[src/rtl/spi_master_ctrl.sv]
module spi_master_ctrl #(
  parameter int DW = 8
) (
  input  logic          clk,
  input  logic          rst_n,
  input  logic          bus_sel,
  input  logic          bus_wr,
  input  logic          bus_rd,
  input  logic [1:0]    bus_addr,
  input  logic [DW-1:0] bus_wdata,
  output logic [DW-1:0] bus_rdata,
  input  logic          gie,
  input  logic          irq_ack,
  output logic          irq,
  input  logic          ss_is_input,
  input  logic          ss_n_in,
  output logic          sck,
  output logic          mosi,
  input  logic          miso
);
  localparam int CW = 7;
  localparam int BW = $clog2(DW);

  logic [DW-1:0] ctrl, shreg, rxbuf;
  logic          dbl, done, coll, arm, busy, samp;
  logic [CW-1:0] cnt, half;
  logic [BW-1:0] bitcnt;

  wire wr_ctrl  = bus_sel && bus_wr && bus_addr == 2'd0;
  wire wr_stat  = bus_sel && bus_wr && bus_addr == 2'd1;
  wire rd_stat  = bus_sel && bus_rd && bus_addr == 2'd1;
  wire wr_data  = bus_sel && bus_wr && bus_addr == 2'd2;
  wire rd_data  = bus_sel && bus_rd && bus_addr == 2'd2;
  wire data_acc = wr_data || rd_data;
  wire enabled  = ctrl[6];
  wire master   = ctrl[4];
  wire ss_fault = enabled && master && ss_is_input && !ss_n_in;
  wire start    = wr_data && !busy && enabled && master && !ss_fault;
  wire tick     = busy && cnt == half - 1'b1;
  wire finish   = tick && sck && bitcnt == BW'(DW - 1);
  wire clr      = data_acc && arm;

  always_comb
    case ({dbl, ctrl[1:0]})
      3'b000:  half = CW'(2);
      3'b001:  half = CW'(8);
      3'b010:  half = CW'(32);
      3'b011:  half = CW'(64);
      3'b100:  half = CW'(1);
      3'b101:  half = CW'(4);
      3'b110:  half = CW'(16);
      default: half = CW'(32);
    endcase

  always_ff @(posedge clk or negedge rst_n) begin
    if (!rst_n) begin
      ctrl <= '0; dbl <= 1'b0; done <= 1'b0; coll <= 1'b0; arm <= 1'b0;
      busy <= 1'b0; sck <= 1'b0; samp <= 1'b0; cnt <= '0; bitcnt <= '0;
      shreg <= '0; rxbuf <= '0;
    end else begin
      if (ss_fault)     ctrl[4] <= 1'b0;
      else if (wr_ctrl) ctrl <= bus_wdata;
      if (wr_stat) dbl <= bus_wdata[0];

      if (rd_stat)       arm <= done || coll;
      else if (data_acc) arm <= 1'b0;

      if (ss_fault) begin
        busy <= 1'b0; sck <= 1'b0; cnt <= '0;
      end else if (start) begin
        busy <= 1'b1; sck <= 1'b0; cnt <= '0; bitcnt <= '0; shreg <= bus_wdata;
      end else if (busy) begin
        if (tick) begin
          cnt <= '0;
          sck <= ~sck;
          if (!sck) samp <= miso;
          else begin
            shreg  <= {shreg[DW-2:0], samp};
            bitcnt <= bitcnt + 1'b1;
            if (bitcnt == BW'(DW - 1)) begin
              busy  <= 1'b0;
              rxbuf <= {shreg[DW-2:0], samp};
            end
          end
        end else cnt <= cnt + 1'b1;
      end

      if (finish || ss_fault)  done <= 1'b1;
      else if (irq_ack || clr) done <= 1'b0;

      if (wr_data && busy) coll <= 1'b1;
      else if (clr)        coll <= 1'b0;
    end
  end

  assign mosi = shreg[DW-1];
  assign irq  = done && ctrl[7] && gie;

  always_comb begin
    bus_rdata = '0;
    if (bus_sel && bus_rd)
      case (bus_addr)
        2'd0:    bus_rdata = ctrl;
        2'd1:    bus_rdata = {done, coll, {(DW-3){1'b0}}, dbl};
        2'd2:    bus_rdata = rxbuf;
        default: bus_rdata = '0;
      endcase
  end


  sck_idle_chk: assert property (@(posedge clk) disable iff (!rst_n)
    !busy |-> !sck);

  done_src_chk: assert property (@(posedge clk) disable iff (!rst_n)
    $rose(done) |-> $past(finish || ss_fault));

  ack_clr_chk: assert property (@(posedge clk) disable iff (!rst_n)
    irq_ack && !finish && !ss_fault |=> !done);

  coll_src_chk: assert property (@(posedge clk) disable iff (!rst_n)
    $rose(coll) |-> $past(wr_data && busy));

  mstr_drop_chk: assert property (@(posedge clk) disable iff (!rst_n)
    $fell(master) |-> $past(ss_fault || wr_ctrl));
endmodule

[config.mk]
export PLATFORM = sky130hd
export DESIGN_NAME = spi_master_ctrl
export DESIGN_NICKNAME = d
export VERILOG_FILES = /design/src/rtl/spi_master_ctrl.sv
export SDC_FILE = /design/constraint.sdc
export NUM_CORES = 1
export LEC_CHECK = 0
export BUFFER_PORTS_ARGS = -buffer_cell sky130_fd_sc_hd__buf_2
export CORE_MARGIN = 2
export CORE_UTILIZATION = 40
export DETAILED_ROUTE_END_ITERATION = 16
export PLACE_DENSITY_LB_ADDON = 0.12
export SLEW_MARGIN = 40
export SYNTH_ARGS = -nofsm -noshare
export SYNTH_HDL_FRONTEND = slang
export SYNTH_SLANG_ARGS = --single-unit
[constraint.sdc]
create_clock -name clk -period 3.95 [get_ports clk]
set_clock_uncertainty 0.2 [all_clocks]
set_input_delay 0.395 -clock clk [delete_from_list [all_inputs] [get_ports clk]]
set_output_delay 0.395 -clock clk [all_outputs]
set_load 0.01 [all_outputs]
=== Word level (Yosys, flattened, before mapping) ===
Index checks and enable logic that the tools add are counted.

* Multiplexer cells: 33
* Reductions and logical operators: 44
* Add/subtract/negate cells: 3
* Bitwise gates (word level): 3
* Eq/ne operators: 9

{| class="wikitable"
|+ Operators with widths
! kind !! number
|-
| $pmux 7 s6 || 1
|-
| $mux 8 || 5
|-
| $mux 7 || 4
|-
| $pmux 8 s3 || 1
|-
| $logic_and 1x1->1 || 21
|-
| $mux 1 || 17
|-
| $reduce_bool 2->1 || 7
|-
| $eq 3x3->1 const B || 4
|-
| $mux 3 || 4
|-
| $add 7x1->7 const B || 1
|-
| $eq 7x7->1 || 1
|-
| $sub 7x1->7 const B || 1
|-
| $reduce_and 6->1 || 1
|-
| $reduce_bool 3->1 || 2
|-
| $mux 5 || 1
|-
| $reduce_and 5->1 || 1
|-
| $logic_or 1x1->1 || 4
|-
| $reduce_and 2->1 || 2
|-
| $reduce_and 4->1 || 1
|-
| $add 3x1->3 const B || 1
|-
| $eq 3x1->1 const B || 1
|-
| $eq 3x2->1 const B || 1
|-
| $logic_not 1->1 || 3
|-
| $logic_not 3->1 || 1
|-
| other kinds (4) || 6
|}

* Word-level logic and storage cells: 105
* Register bits after elaboration: 41
* Output and inout port bits: 11
* Input port bits: 20

=== Logic depth before layout (Yosys ltp) ===
* Depth after elaboration: 9
* Gate-level depth with buffers: 8
* Mapped depth without buffers: 6

=== Worst setup path before layout ===
No wires, ideal clock.

* Path type: reg-to-reg
* From: reg dbl
* To: reg rxbuf[0]
* Buffers on the path: 0
* Period minus slack after synthesis: 2374 ps
* Setup slack: 1576 ps
* Arrival: 2049 ps
* Library setup time: 125 ps
* Cell stages (with the launch flop): 7
* Data required time: 3625 ps
* Cells stage by stage: dfrtp_1 nand2b_1 or2_4 a2111oi_4 o2111ai_4 nor2_8 mux2_4

* Longest elaborated chain between the ends: 6
* Elaborated cells on any way between the ends: 11
* Those cells by class: add/sub: 1; eq/ne: 6; mux: 1; reduce/logical: 3

{| class="wikitable"
|+ RTL lines
! element !! line !! source
|-
| start, declared || 25 || <nowiki>logic dbl, done, coll, arm, busy, samp;</nowiki>
|-
| start signal, assigned || 63 || <nowiki>if (wr_stat) dbl <= bus_wdata[0];</nowiki>
|-
| $eq 3x3->1, or another cell as far along || 44 || <nowiki>case ({dbl, ctrl[1:0]})</nowiki>
|-
| $pmux 7 s6 (*) || 44 ||
|-
| $sub 7x1->7 (*) || 39 || <nowiki>wire tick = busy && cnt == half - 1'b1;</nowiki>
|-
| $eq 7x7->1 (*) || 39 ||
|-
| $logic_and 1x1->1 (*) || 39 ||
|-
| $reduce_and 6->1 (no source line) (*) || -- ||
|-
| end signal, assigned || 82 || <nowiki>rxbuf <= {shreg[DW-2:0], samp};</nowiki>
|-
| end, declared || 24 || <nowiki>logic [DW-1:0] ctrl, shreg, rxbuf;</nowiki>
|}

Every way passes the cells marked *; elsewhere a longest branch is shown, timed or not.
A chain may end at the register's enable or synchronous reset.

=== Worst setup path in the final report ===
* From: reg ctrl[1]
* To: reg rxbuf[4]

* Longest elaborated chain between the ends: 6
* Elaborated cells on any way between the ends: 11
* Those cells by class: add/sub: 1; eq/ne: 6; mux: 1; reduce/logical: 3

{| class="wikitable"
|+ RTL lines
! element !! line !! source
|-
| start, declared || 24 ||
|-
| start signal, assigned || 62 || <nowiki>else if (wr_ctrl) ctrl <= bus_wdata;</nowiki>
|-
| $eq 3x3->1, or another cell as far along || 44 ||
|-
| $pmux 7 s6 (*) || 44 ||
|-
| $sub 7x1->7 (*) || 39 ||
|-
| $eq 7x7->1 (*) || 39 ||
|-
| $logic_and 1x1->1 (*) || 39 ||
|-
| $reduce_and 6->1 (no source line) (*) || -- ||
|}

Marked as above.

==> results by group <==
Place
  – DP Worst Slack: between 1 and 1.5 ns
  – Port Buffer Count: 30
  – Post-DP Area: 0.00239 sq mm
  – Global placer's final weighted congestion: 0.776
  – Detailed placement HPWL: 3420 microns

Power and ir drop
  – Switching share of power: 34.1%
  – Pwr Density: 530 mW/mm^2
  – LEAKAGE: about 1.2 nW
  – Flop pwr share: 51.3%
  – Comb pwr share: 25.4%
  – Maximum VDD drop: ~0.26 mV
  – Internal: between 0.0008 and 0.0009 W
  – Clk network pwr share: 23.3%
  – Psw: around 0.00045 W

Timing
  – Setup TNS: 0 ns
  – Hold Worst Slack: 0.153 ns
  – Slew headroom: 62.6%
  – Hold Violations, Final: 0
  – Final Cycle Share: 67.6%
  – RSZ-0062 raised after global routing: false
  – Highest clock rate: 374 MHz
  – Final setup margin: 1.28 ns
  – Number of setup violations in the final report: 0
  – Worst Tran Pin Value: about 0.56 ns
  – Crit path time final: 2.67 ns
  – Slew Limit Fails: 0

Critical path
  – Worst Path Required: 3.93 ns
  – Crit path max fanout: 16
  – Element type at the critical path start: register
  – WS Path Type: reg2reg
  – Crit end category: register
  – CP Data Arrival Time: roughly 2.7 ns

GRT
  – GRT overflow: 0
  – First-pass GRT wire length: 8230 microns
  – Vias in the first global route: around 1.6k
  – Total global routing track utilization: 17.5%
  – Pin count of the biggest net entering global routing: 42
  – Initial antenna violation count: 0

Cells and area
  – Syn-to-layout area delta: 14.2%
  – Fillcell total: 508
  – Ant. Diodes: 0
  – Design area: ~0.0025 sq mm
  – Layout cells sized above 1: 28.8%
  – Nets: ~260

Clocking
  – Clk sinks: 41
  – CTS tree: done
  – Worst skew pair latency: 0.30 ns
  – Root Buffer: clkbuf_8
  – H-tree Lvls: 2
  – Total CTS buffers: 5
  – Clock buffer depth: 2
  – Post-cts resize count: 0
  – Reg clk slew, reported paths: 0.08 ns

Floorplan
  – Initial Util: 42.0%
  – IO Pins: 31
  – DIE WIDTH: approximately 80 microns
  – Die height: between 70 and 80 microns
  – Total die area: a little over 0.006 sq mm
  – CORE AREA: 0.00520 sq mm
  – Rows: 26

Synthesis
  – Top FF cell, synth: dfrtp_1
  – Synth top area cells: dfrtp_1 (47%), mux2_4 (5.5%), mux2_2 (4.6%)
  – Top cells by count, synth: dfrtp_1 (41), nor2_1 (23), nand2_1 (15)
  – YS warnings: 0
  – Syn Inst Count: 201
  – Count leader, synth: dfrtp_1
  – Register area share after synthesis: a little under half
  – Mapped cell area: about 0.0022 sq mm
  – Post-synthesis net count: 224
  – Synth top area share: 46.9%
  – Flops & latches, synth: 41
  – Unique masters post-synth: 45
  – Avg Synthesized Cell Area: 10.9 sq um
  – Area leader, netlist: dfrtp_1
  – EDFF count, synth: 0
  – Post-synth ARST share: 100%

Routing
  – Via count: about 1.6k
  – WL/cell: between 15 and 20 microns
  – DRC Markers: 0
  – DR iter-0 viols: 52
  – Vias per cell: 5.18
  – Antenna viol nets, final: 0
  – Routed WL: ~4800 microns
  – DR pass1 iterations: 4

Outcome
  – Run status: completed

Run
  – MaxCap Viol Count: 0

Worst hold path
  – Hold crit path type: in2reg
==> metal layers <==
metal,GRT usage [%],vias up,wire [microns],part of all wire (%)
met3,4.07,6,170,3.6
met5,0,-,0,0
met4,5.26,0,59,1.2
li1,-,775,-,-
met1,23.7,760,2300,48
met2,28.0,28,2220,47
==> cell families (layout without fill, tap and decap cells) <==
kind of cell	count (synthesis)	in the layout	share of synthesized area (%)
flops	41	41	46.9
compound gates	41	41	14.9
buf+inv	13	45	2.86
simple gates	69	69	16.1
fa+ha+maj	3	3	1.72
xor+xnor	7	7	2.80
mux	27	27	14.7
==> final timing paths <==
| kind | from | to | slack [ns] | depth (start not counted) |
|---|---|---|---|---|
| worst min-delay path | miso | samp | 0.15 | 2 |
| worst max register to register | ctrl[1] | rxbuf[4] | 1.28 | 6 |
| worst min register to register | ctrl[5] | ctrl[5] | 0.31 | 1 |
| max in group asynchronous | rst_n | shreg[6] | 2.78 | 2 |
| min in group asynchronous | rst_n | ctrl[5] | 0.41 | 2 |
| worst max-delay path | ctrl[1] | rxbuf[4] | 1.28 | 6 |
==> sequential cells by signal, indices dropped and copies added, names as in the netlist <==
| name | flops |
|---|---|
| sck | 1 |
| done | 1 |
| ctrl | 8 |
| arm | 1 |
| shreg | 8 |
| rxbuf | 8 |
| busy | 1 |
| samp | 1 |
| coll | 1 |
| dbl | 1 |
| bitcnt | 3 |
| cnt | 7 |
==> cells in the final DEF (no fill, tap or decap), types with 2 or more instances in the layout <==
cell type	Yosys	routed
o22a_2	4	4
nor2_1	23	23
inv_1	6	6
nor2b_1	2	2
nand4_1	3	3
o22a_1	4	4
nor3_1	2	2
nand2_1	15	15
buf_2	2	29
xnor2_1	2	2
o21a_1	8	8
nand2b_1	3	3
mux2_2	9	9
clkbuf_8	0	7
xor2_1	5	5
and3_1	2	2
nand3_1	9	9
o21ai_0	9	9
a21oi_1	7	7
mux2_4	8	8
mux2i_1	10	10
ha_1	3	3
dfrtp_1	41	41
==> power by group through the flow <==
stage	Sequential, W	Clock, W	Combinational [W]
5_1_grt	0.000703	0.000338	0.000387
3_3_place_gp	0.000688	0	0.000339
6_report	0.000679	0.000308	0.000337
4_1_cts	0.000679	0.000318	0.000342
2_1_floorplan	0.000639	0	0.000280
3_5_place_dp	0.000687	0	0.000340
==> stage by stage <==
| stage | total power, W | utilization [%] | instances |
|---|---|---|---|
| 3_5_place_dp | 0.00103 | 45.9 | 294 |
| 5_1_grt | 0.00143 | 48.0 | 303 |
| 6_report | 0.00132 | 48.0 | 303 |
| 2_1_floorplan | 0.000920 | - | 201 |
| 3_3_place_gp | 0.00103 | 45.8 | 294 |
| 4_1_cts | 0.00134 | 48.0 | 303 |
==> cell type report <==
type                            count  area (sq um)  share of cell area, %
Sequential cell                    41          1030                   41.0
Clock buffer                        7          96.3                   3.85
Timing Repair Buffer               31           163                   6.51
Inverter                            6          22.5                  0.901
Clock inverter                      1          5.00                  0.200
Tap cell                           70          87.6                   3.50
Multi-Input combinational cell    147          1100                   44.0
==> critical path, stage by stage, from the launching register on <==
cell and delay, ns:
dfrtp_1 0.52, inv_1 0.10, or2_4 0.27, a2111oi_4 0.43, o2111ai_4 0.38, nor2_8 0.34
mux2_4 0.32
==> repair_timing <==
item / in CTS / in global routing
endpoints found under the hold margin: 41 / 0
hold buffers: 1 / 0
buffers inserted: 0 / 0
setup endpoints to repair: 0 / 0
Note: power is estimated with default switching activity, not from simulation.
